File: src/rtl/gl_pkg.sv
package gl_pkg;

    localparam int ADDR_W = 16;

    // Start addresses of the two bank windows.
    localparam logic [ADDR_W-1:0] LOWWIN_BANK0  = 16'd0;
    localparam logic [ADDR_W-1:0] LOWWIN_BANK1  = 16'd24;
    localparam logic [ADDR_W-1:0] HIGHWIN_BANK0 = 16'd361;
    localparam logic [ADDR_W-1:0] HIGHWIN_BANK1 = 16'd405;

    typedef enum logic [2:0] {
        ST_WAIT,
        ST_ISSUE,
        ST_RETRY,
        ST_FINISH,
        ST_SLAVE
    } load_state_e;

    typedef struct packed {
        logic       bank;
        logic [3:0] chan;
        logic       msb;
        logic [7:0] data;
    } wr_item_t;

    function automatic logic [ADDR_W-1:0] window_base(input logic upper_win, input logic bank);
        if (upper_win) return bank ? HIGHWIN_BANK1 : HIGHWIN_BANK0;
        return bank ? LOWWIN_BANK1 : LOWWIN_BANK0;
    endfunction

endpackage

File: src/rtl/gl_ms_timer.sv
module gl_ms_timer #(
    parameter int MAX_MS = 6
) (
    input  logic                         clk,
    input  logic                         rst,
    input  logic                         run,
    input  logic                         tick,
    input  logic [$clog2(MAX_MS+1)-1:0]  limit,
    output logic                         done
);
    localparam int CW = $clog2(MAX_MS + 1);

    logic [CW-1:0] cnt;

    always_ff @(posedge clk) begin
        if (rst || !run) cnt <= '0;
        else if (tick)   cnt <= cnt + CW'(1);
    end

    assign done = run && tick && (cnt == limit - CW'(1));

endmodule

File: src/rtl/gl_addr_map.sv
module gl_addr_map #(
    parameter int IDX_W = 5
) (
    input  logic [1:0]              size_sel,
    input  logic                    bank,
    input  logic [IDX_W-1:0]        idx,
    output logic [gl_pkg::ADDR_W-1:0] full_addr,
    output logic [15:0]             word,
    output logic [2:0]              blk,
    output logic                    wide
);
    import gl_pkg::*;

    assign full_addr = window_base(size_sel[1], bank) + ADDR_W'(idx);
    assign wide      = size_sel[0];

    generate
        if (ADDR_W >= 11) begin : g_blk
            always_comb begin
                if (wide) begin
                    word = full_addr[15:0];
                    blk  = 3'd0;
                end else begin
                    word = {8'h00, full_addr[7:0]};
                    blk  = full_addr[10:8];
                end
            end
        end else begin : g_noblk
            always_comb begin
                word = 16'(full_addr);
                blk  = 3'd0;
            end
        end
    endgenerate

endmodule

File: src/rtl/gl_wr_fmt.sv
module gl_wr_fmt #(
    parameter int IDX_W        = 5,
    parameter int BYTES_PER_CH = 2
) (
    input  logic             bank,
    input  logic [IDX_W-1:0] idx,
    input  logic [7:0]       data,
    output gl_pkg::wr_item_t item
);
    localparam int HI_KEEP = 2;

    logic msb;
    assign msb = (idx % IDX_W'(BYTES_PER_CH)) == '0;

    always_comb begin
        item.bank = bank;
        item.chan = 4'(idx / IDX_W'(BYTES_PER_CH));
        item.msb  = msb;
        item.data = msb ? {{(8-HI_KEEP){1'b0}}, data[HI_KEEP-1:0]} : data;
    end

endmodule

File: src/rtl/gl_autoload_seq.sv
module gl_autoload_seq #(
    parameter int START_WAIT_MS = 5,
    parameter int RETRY_MS      = 1,
    parameter int MAX_TRIES     = 10,
    parameter int CHANNELS      = 12,
    parameter int BYTES_PER_CH  = 2
) (
    input  logic        clk,
    input  logic        rst,
    input  logic        tick_1ms,
    input  logic        gcall_reset,
    input  logic        read_again,
    input  logic        enable,
    input  logic [1:0]  size_sel,
    input  logic        rd_ack,
    input  logic        rd_nack,
    input  logic [7:0]  rd_data,
    output logic        busy,
    output logic        rd_req,
    output logic [15:0] rd_word,
    output logic [2:0]  rd_blk,
    output logic        rd_wide,
    output logic        wr_en,
    output logic        wr_bank,
    output logic [3:0]  wr_chan,
    output logic        wr_msb,
    output logic [7:0]  wr_byte,
    output logic        load_all
);
    import gl_pkg::*;

    localparam int BANK_BYTES = CHANNELS * BYTES_PER_CH;
    localparam int IDX_W      = $clog2(BANK_BYTES);
    localparam int TRY_W      = $clog2(MAX_TRIES + 1);
    localparam int TMR_MAX    = START_WAIT_MS + RETRY_MS;
    localparam int TMR_W      = $clog2(TMR_MAX + 1);

    load_state_e        state;
    logic [TRY_W-1:0]   tries;
    logic [IDX_W-1:0]   idx;
    logic               bank;
    logic               restart;
    logic               tmr_run;
    logic               tmr_done;
    logic [TMR_W-1:0]   tmr_limit;
    logic [ADDR_W-1:0]  full_addr;
    wr_item_t           fmt_item;
    wr_item_t           wr_q;
    logic               last_idx;

    assign restart   = gcall_reset || read_again;
    assign tmr_run   = (state == ST_WAIT) || (state == ST_RETRY);
    assign tmr_limit = (state == ST_WAIT) ? TMR_W'(START_WAIT_MS) : TMR_W'(RETRY_MS);
    assign last_idx  = (idx == IDX_W'(BANK_BYTES - 1));

    gl_ms_timer #(.MAX_MS(TMR_MAX)) u_timer (
        .clk   (clk),
        .rst   (rst || restart),
        .run   (tmr_run),
        .tick  (tick_1ms),
        .limit (tmr_limit),
        .done  (tmr_done)
    );

    gl_addr_map #(.IDX_W(IDX_W)) u_map (
        .size_sel  (size_sel),
        .bank      (bank),
        .idx       (idx),
        .full_addr (full_addr),
        .word      (rd_word),
        .blk       (rd_blk),
        .wide      (rd_wide)
    );

    gl_wr_fmt #(.IDX_W(IDX_W), .BYTES_PER_CH(BYTES_PER_CH)) u_fmt (
        .bank (bank),
        .idx  (idx),
        .data (rd_data),
        .item (fmt_item)
    );

    always_ff @(posedge clk) begin
        if (rst || restart) begin
            state    <= ST_WAIT;
            tries    <= '0;
            idx      <= '0;
            bank     <= 1'b0;
            wr_en    <= 1'b0;
            wr_q     <= '0;
            load_all <= 1'b0;
        end else begin
            wr_en    <= 1'b0;
            load_all <= 1'b0;
            unique case (state)
                ST_WAIT, ST_RETRY: begin
                    if (!enable) begin
                        state <= ST_SLAVE;
                    end else if (tmr_done) begin
                        state <= ST_ISSUE;
                        tries <= tries + TRY_W'(1);
                        idx   <= '0;
                        bank  <= 1'b0;
                    end
                end
                ST_ISSUE: begin
                    if (!enable) begin
                        state <= ST_SLAVE;
                    end else if (rd_nack) begin
                        state <= (tries == TRY_W'(MAX_TRIES)) ? ST_SLAVE : ST_RETRY;
                    end else if (rd_ack) begin
                        wr_en <= 1'b1;
                        wr_q  <= fmt_item;
                        if (last_idx && bank) begin
                            state <= ST_FINISH;
                        end else if (last_idx) begin
                            bank <= 1'b1;
                            idx  <= '0;
                        end else begin
                            idx <= idx + IDX_W'(1);
                        end
                    end
                end
                ST_FINISH: begin
                    load_all <= 1'b1;
                    state    <= ST_SLAVE;
                end
                default: ;
            endcase
        end
    end

    assign busy    = (state != ST_SLAVE);
    assign rd_req  = (state == ST_ISSUE);
    assign wr_bank = wr_q.bank;
    assign wr_chan = wr_q.chan;
    assign wr_msb  = wr_q.msb;
    assign wr_byte = wr_q.data;

    // nothing is requested or written once slave mode is entered
    a_r1_quiet_in_slave: assert property (@(posedge clk) disable iff (rst)
        !busy |-> !rd_req && !wr_en);

    // every request lies inside the selected window pair
    a_r2_window: assert property (@(posedge clk) disable iff (rst)
        rd_req |-> (size_sel[1] ? (full_addr >= 16'd361 && full_addr <= 16'd428)
                                : (full_addr <= 16'd47)));

    // a high byte never carries bits above data bit 9
    a_r4_msb_mask: assert property (@(posedge clk) disable iff (rst)
        wr_en && wr_msb |-> wr_byte[7:2] == 6'd0);

    // an unanswered request holds its address
    a_r5_req_hold: assert property (@(posedge clk) disable iff (rst)
        rd_req && !rd_ack && !rd_nack && enable && !restart
        |=> rd_req && $stable(rd_word) && $stable(rd_blk));

    // the attempt count never exceeds its bound
    a_r6_try_bound: assert property (@(posedge clk) disable iff (rst)
        tries <= TRY_W'(MAX_TRIES));

    // enable low ends the sequence one cycle later
    a_r8_enable_abort: assert property (@(posedge clk) disable iff (rst)
        !enable && !restart && (state != ST_FINISH) |=> !busy);

    // the load strobe follows the final write and ends busy
    a_r9_load_after_write: assert property (@(posedge clk) disable iff (rst)
        load_all |-> !busy && $past(wr_en));

endmodule

File: config.mk
export PLATFORM = sky130hd
export DESIGN_NAME = gl_autoload_seq
export DESIGN_NICKNAME = d
export VERILOG_FILES = /design/src/rtl/gl_pkg.sv /design/src/rtl/gl_ms_timer.sv /design/src/rtl/gl_addr_map.sv /design/src/rtl/gl_wr_fmt.sv /design/src/rtl/gl_autoload_seq.sv
export SDC_FILE = /design/constraint.sdc
export NUM_CORES = 1
export LEC_CHECK = 0
export BUFFER_PORTS_ARGS = -buffer_cell sky130_fd_sc_hd__clkbuf_2
export CORE_MARGIN = 4
export CORE_UTILIZATION = 55
export CTS_CLUSTER_DIAMETER = 80
export DETAILED_ROUTE_END_ITERATION = 12
export GPL_ROUTABILITY_DRIVEN = 0
export GPL_TIMING_DRIVEN = 0
export PLACE_DENSITY = 0.95
export SLEW_MARGIN = 20
export SYNTH_ARGS = -nofsm -noshare
export SYNTH_HDL_FRONTEND = slang
export SYNTH_SLANG_ARGS = --single-unit
export TNS_END_PERCENT = 100
File: constraint.sdc
create_clock -name clk -period 3.9 [get_ports clk]
set_input_delay 0.195 -clock clk [delete_from_list [all_inputs] [get_ports clk]]
set_output_delay 0.195 -clock clk [all_outputs]
set_load 0.005 [all_outputs]
==> impl_metrics.toml <==
[logic_synthesis]
syn_area_per_cell_um2 = 8.28
synth_fa_ha_area_share_pct = 8.58
yosys.area_share.simple_pct = 26.1
synth_area_um2 = 1900
ys.flop_type = "dfxtp_1"
synth_compound_area_share_pct = 15.7
synth_enable_flop_cells = 0
yosys_warnings = 0
ys_ff_latch = 32
synthXorXnorAreaFrac_pct = 5.54
netlist.area_leader.share_pct = 33.8
synthArstFlopShare_pct = 0
synthMuxAreaShare_pct = 2.18
synth.area.top_cells = "dfxtp_1, ha_1, nand2_1"
synthDistinctLibCells = 45
syn_inst = 229
yosysTopAreaCell = "dfxtp_1"
ys_seq_area_share_pct = 33.8
synth_top_family_by_area = "simple AND/OR/NAND/NOR gates"

[cts]
clk_pin_slew_ns = 0.11
cts_htree_levels = 2
cts_root_buf = "clkbuf_4"
cts_tree = "done"
postCtsHoldBufs = 0
clk_latency_ns = 0.34
postCtsResizedCells = 0
cts_max_path_buffers = 2
cts_buffers = 5
cts_sinks = 32
cts_post_setup_buffers_inserted = 0

[global_routing]
grt_remaining_overflow = 0
grt_pass1_vias = 1613
grtUsageTotal_pct = 21.2
grt_antenna_before_repair = 0
grt_pass1_wl_um = 7200
grt_max_degree = 11

[pwr]
ir_worst_vdd_v = 0.000239
p_per_area_nw_per_um2 = 292
leakagePower_nw = 1.01

[timing]
slew_headroom_pct = 55.1
slew_viol_final = 0
setup_viol = 0
rsz0062_at_grt = "no"
fin_tns_setup_ns = 0
period_minus_slack_ns = 2.99
final_hold_viol_count = 0
timing.final.crit_share_pct = 76.6
fmax_ghz = 0.335
clock_skew_ns = 0.0146
worst_pin_slew_ns = 0.668

[placed_design]
hpwlAfterDp_um = 3300
port_buffers = 48
placedCellCount = 329

[drt]
drc = 0
vias_per_cell = 5.50
first_pass_iters = 4
detail-route-antenna-nets = 0
first_iter_violations = 167
vias = 1855
wire_per_inst_um = 13.0
totalWireLength_um = 4390

[floorplanning]
num_io_pins = 56
die_h_um = 66.7
core-area_um2 = 3340
rows = 21
fp.dieArea_um2 = 4450
initial_utilization_pct = 56.8
die_w_um = 66.7

[run_status]
status = "completed"

[worst_setup_path]
path_max_fanout = 8
timing.rr.start = "idx[1]$_SDFFE_PP0P_"
critPathLaunchType = "register"
end_kind = "output pin"
path_class = "reg -> out"
reg2reg_slack_ns = 2.07
crit_arrival_ns = 2.79
rr_worst_depth = 5
crit_required_ns = 3.70
rr_endpoint = "idx[1]$_SDFFE_PP0P_"

[worst_hold_path]
holdCritPathClass = "in -> reg"
whs_path_depth = 3
hold-path-endpoint = "wr_byte[1]$_SDFFE_PP0P_"
worst_hold_startpoint = "rd_data[1]"

[final_layout]
diodes = 0
instances_no_fill = 337
area_growth_pct = 21.9
nNetsFinal = 321
post-route-util_pct = 69.3
layout-drive-gt1-share_pct = 25.8

[run]
max_cap_violations = 0
-- layout by cell type (no fill, tap or decap), types with 7 or more instances in the layout --
cell      synthesis  final
dfxtp_1          32     32
nor2_1           17     17
inv_1             8      8
buf_4             8      8
nand3_1          14     14
clkbuf_2          0     48
ha_1             13     13
a21oi_1          18     18
nand2_1          35     35
conb_1            1      7
-- critical path, stage by stage (launching register included) --
cell and delay (ns):
dfxtp_1 0.53, inv_1 0.12, ha_1 0.29, inv_1 0.06
ha_1 0.30, a31o_2 0.24, a31oi_1 0.29, o21ai_0 0.23
mux2_2 0.31, clkbuf_2 0.11
-- worst max-delay path by stage --
stage | start | endpoint | slack, ns | cells past startpoint
floorplan | bank$_SDFFE_PP0P_ | rd_blk[0] | 1.68 | 8
global placement | bank$_SDFFE_PP0P_ | rd_blk[0] | 1.36 | 9
detailed placement | bank$_SDFFE_PP0P_ | rd_blk[0] | 1.28 | 9
CTS | bank$_SDFFE_PP0P_ | rd_blk[0] | 0.90 | 9
global route | bank$_SDFFE_PP0P_ | rd_blk[0] | 0.77 | 9
finish | bank$_SDFFE_PP0P_ | rd_blk[0] | 0.91 | 9
-- cell usage after synthesis (3+ instances only) --
cell and number:
nand2_1 35, dfxtp_1 32, a21oi_1 18, nor2_1 17, nand3_1 14, ha_1 13, buf_4 8, inv_1 8
clkbuf_1 6, xnor2_1 6, xor2_1 6, nor2b_1 4, nor3_1 4, or3_1 4, a211o_1 3, and3_1 3
and4b_1 3, buf_2 3, mux2i_1 3, o21ai_0 3
-- metal layers --
layer	vias up	GRT usage, %	routed length [um]
met2	67	33.4	2180
li1	909	-	-
met3	11	5.73	279
met1	868	26.3	1820
met4	0	10.7	105
met5	-	0	0
-- stage by stage --
stage	cell area (um^2)	power [mW]	setup WS (ns)	hold slack, ns
6_report	2310	0.675	0.913	0.0650
5_1_grt	2310	0.698	0.768	0.0594
3_3_place_gp	2220	0.393	1.36	0.423
4_1_cts	2310	0.677	0.899	0.0667
2_1_floorplan	1920	0.371	1.68	0.331
3_5_place_dp	2220	0.395	1.28	0.434
-- registers in the layout, summed over array words and instances, names as in the netlist, 3 cells and up --
register and flops:
idx 5, wr_byte 8, tries 4, u_timer.cnt 3, wr_chan 4, state 3
-- area by class of cell --
| cell class | count | area (um^2) |
|---|---|---|
| sequential | 32 | 641 |
| buffer | 19 | 120 |
| timing repair buffer | 48 | 240 |
| fill | 286 | 1030 |
| inverter | 8 | 30.0 |
| tap | 46 | 57.6 |
| clock inverter | 1 | 30.0 |
| clock buffer | 7 | 65.1 |
| multi-input combinational | 176 | 1130 |
-- power breakdown --
group | switching [mW] | internal, mW | total (mW)
Combinational | 0.0321 | 0.0273 | 0.0594
Clock | 0.117 | 0.170 | 0.287
Sequential | 0.000796 | 0.328 | 0.328
-- cell families (layout without fill, tap and decap cells) --
| logic type | count (synthesis) | count (layout) |
|---|---|---|
| muxes | 4 | 4 |
| and+or+nand+nor | 96 | 96 |
| adders and majority gates | 13 | 13 |
| AOI/OAI and AO/OA | 44 | 44 |
| buffers and inverters | 27 | 83 |
| xor gates and xnor gates | 12 | 12 |
| other | 1 | 7 |
| DFF | 32 | 32 |
Note: power is estimated with default switching activity, not from simulation.
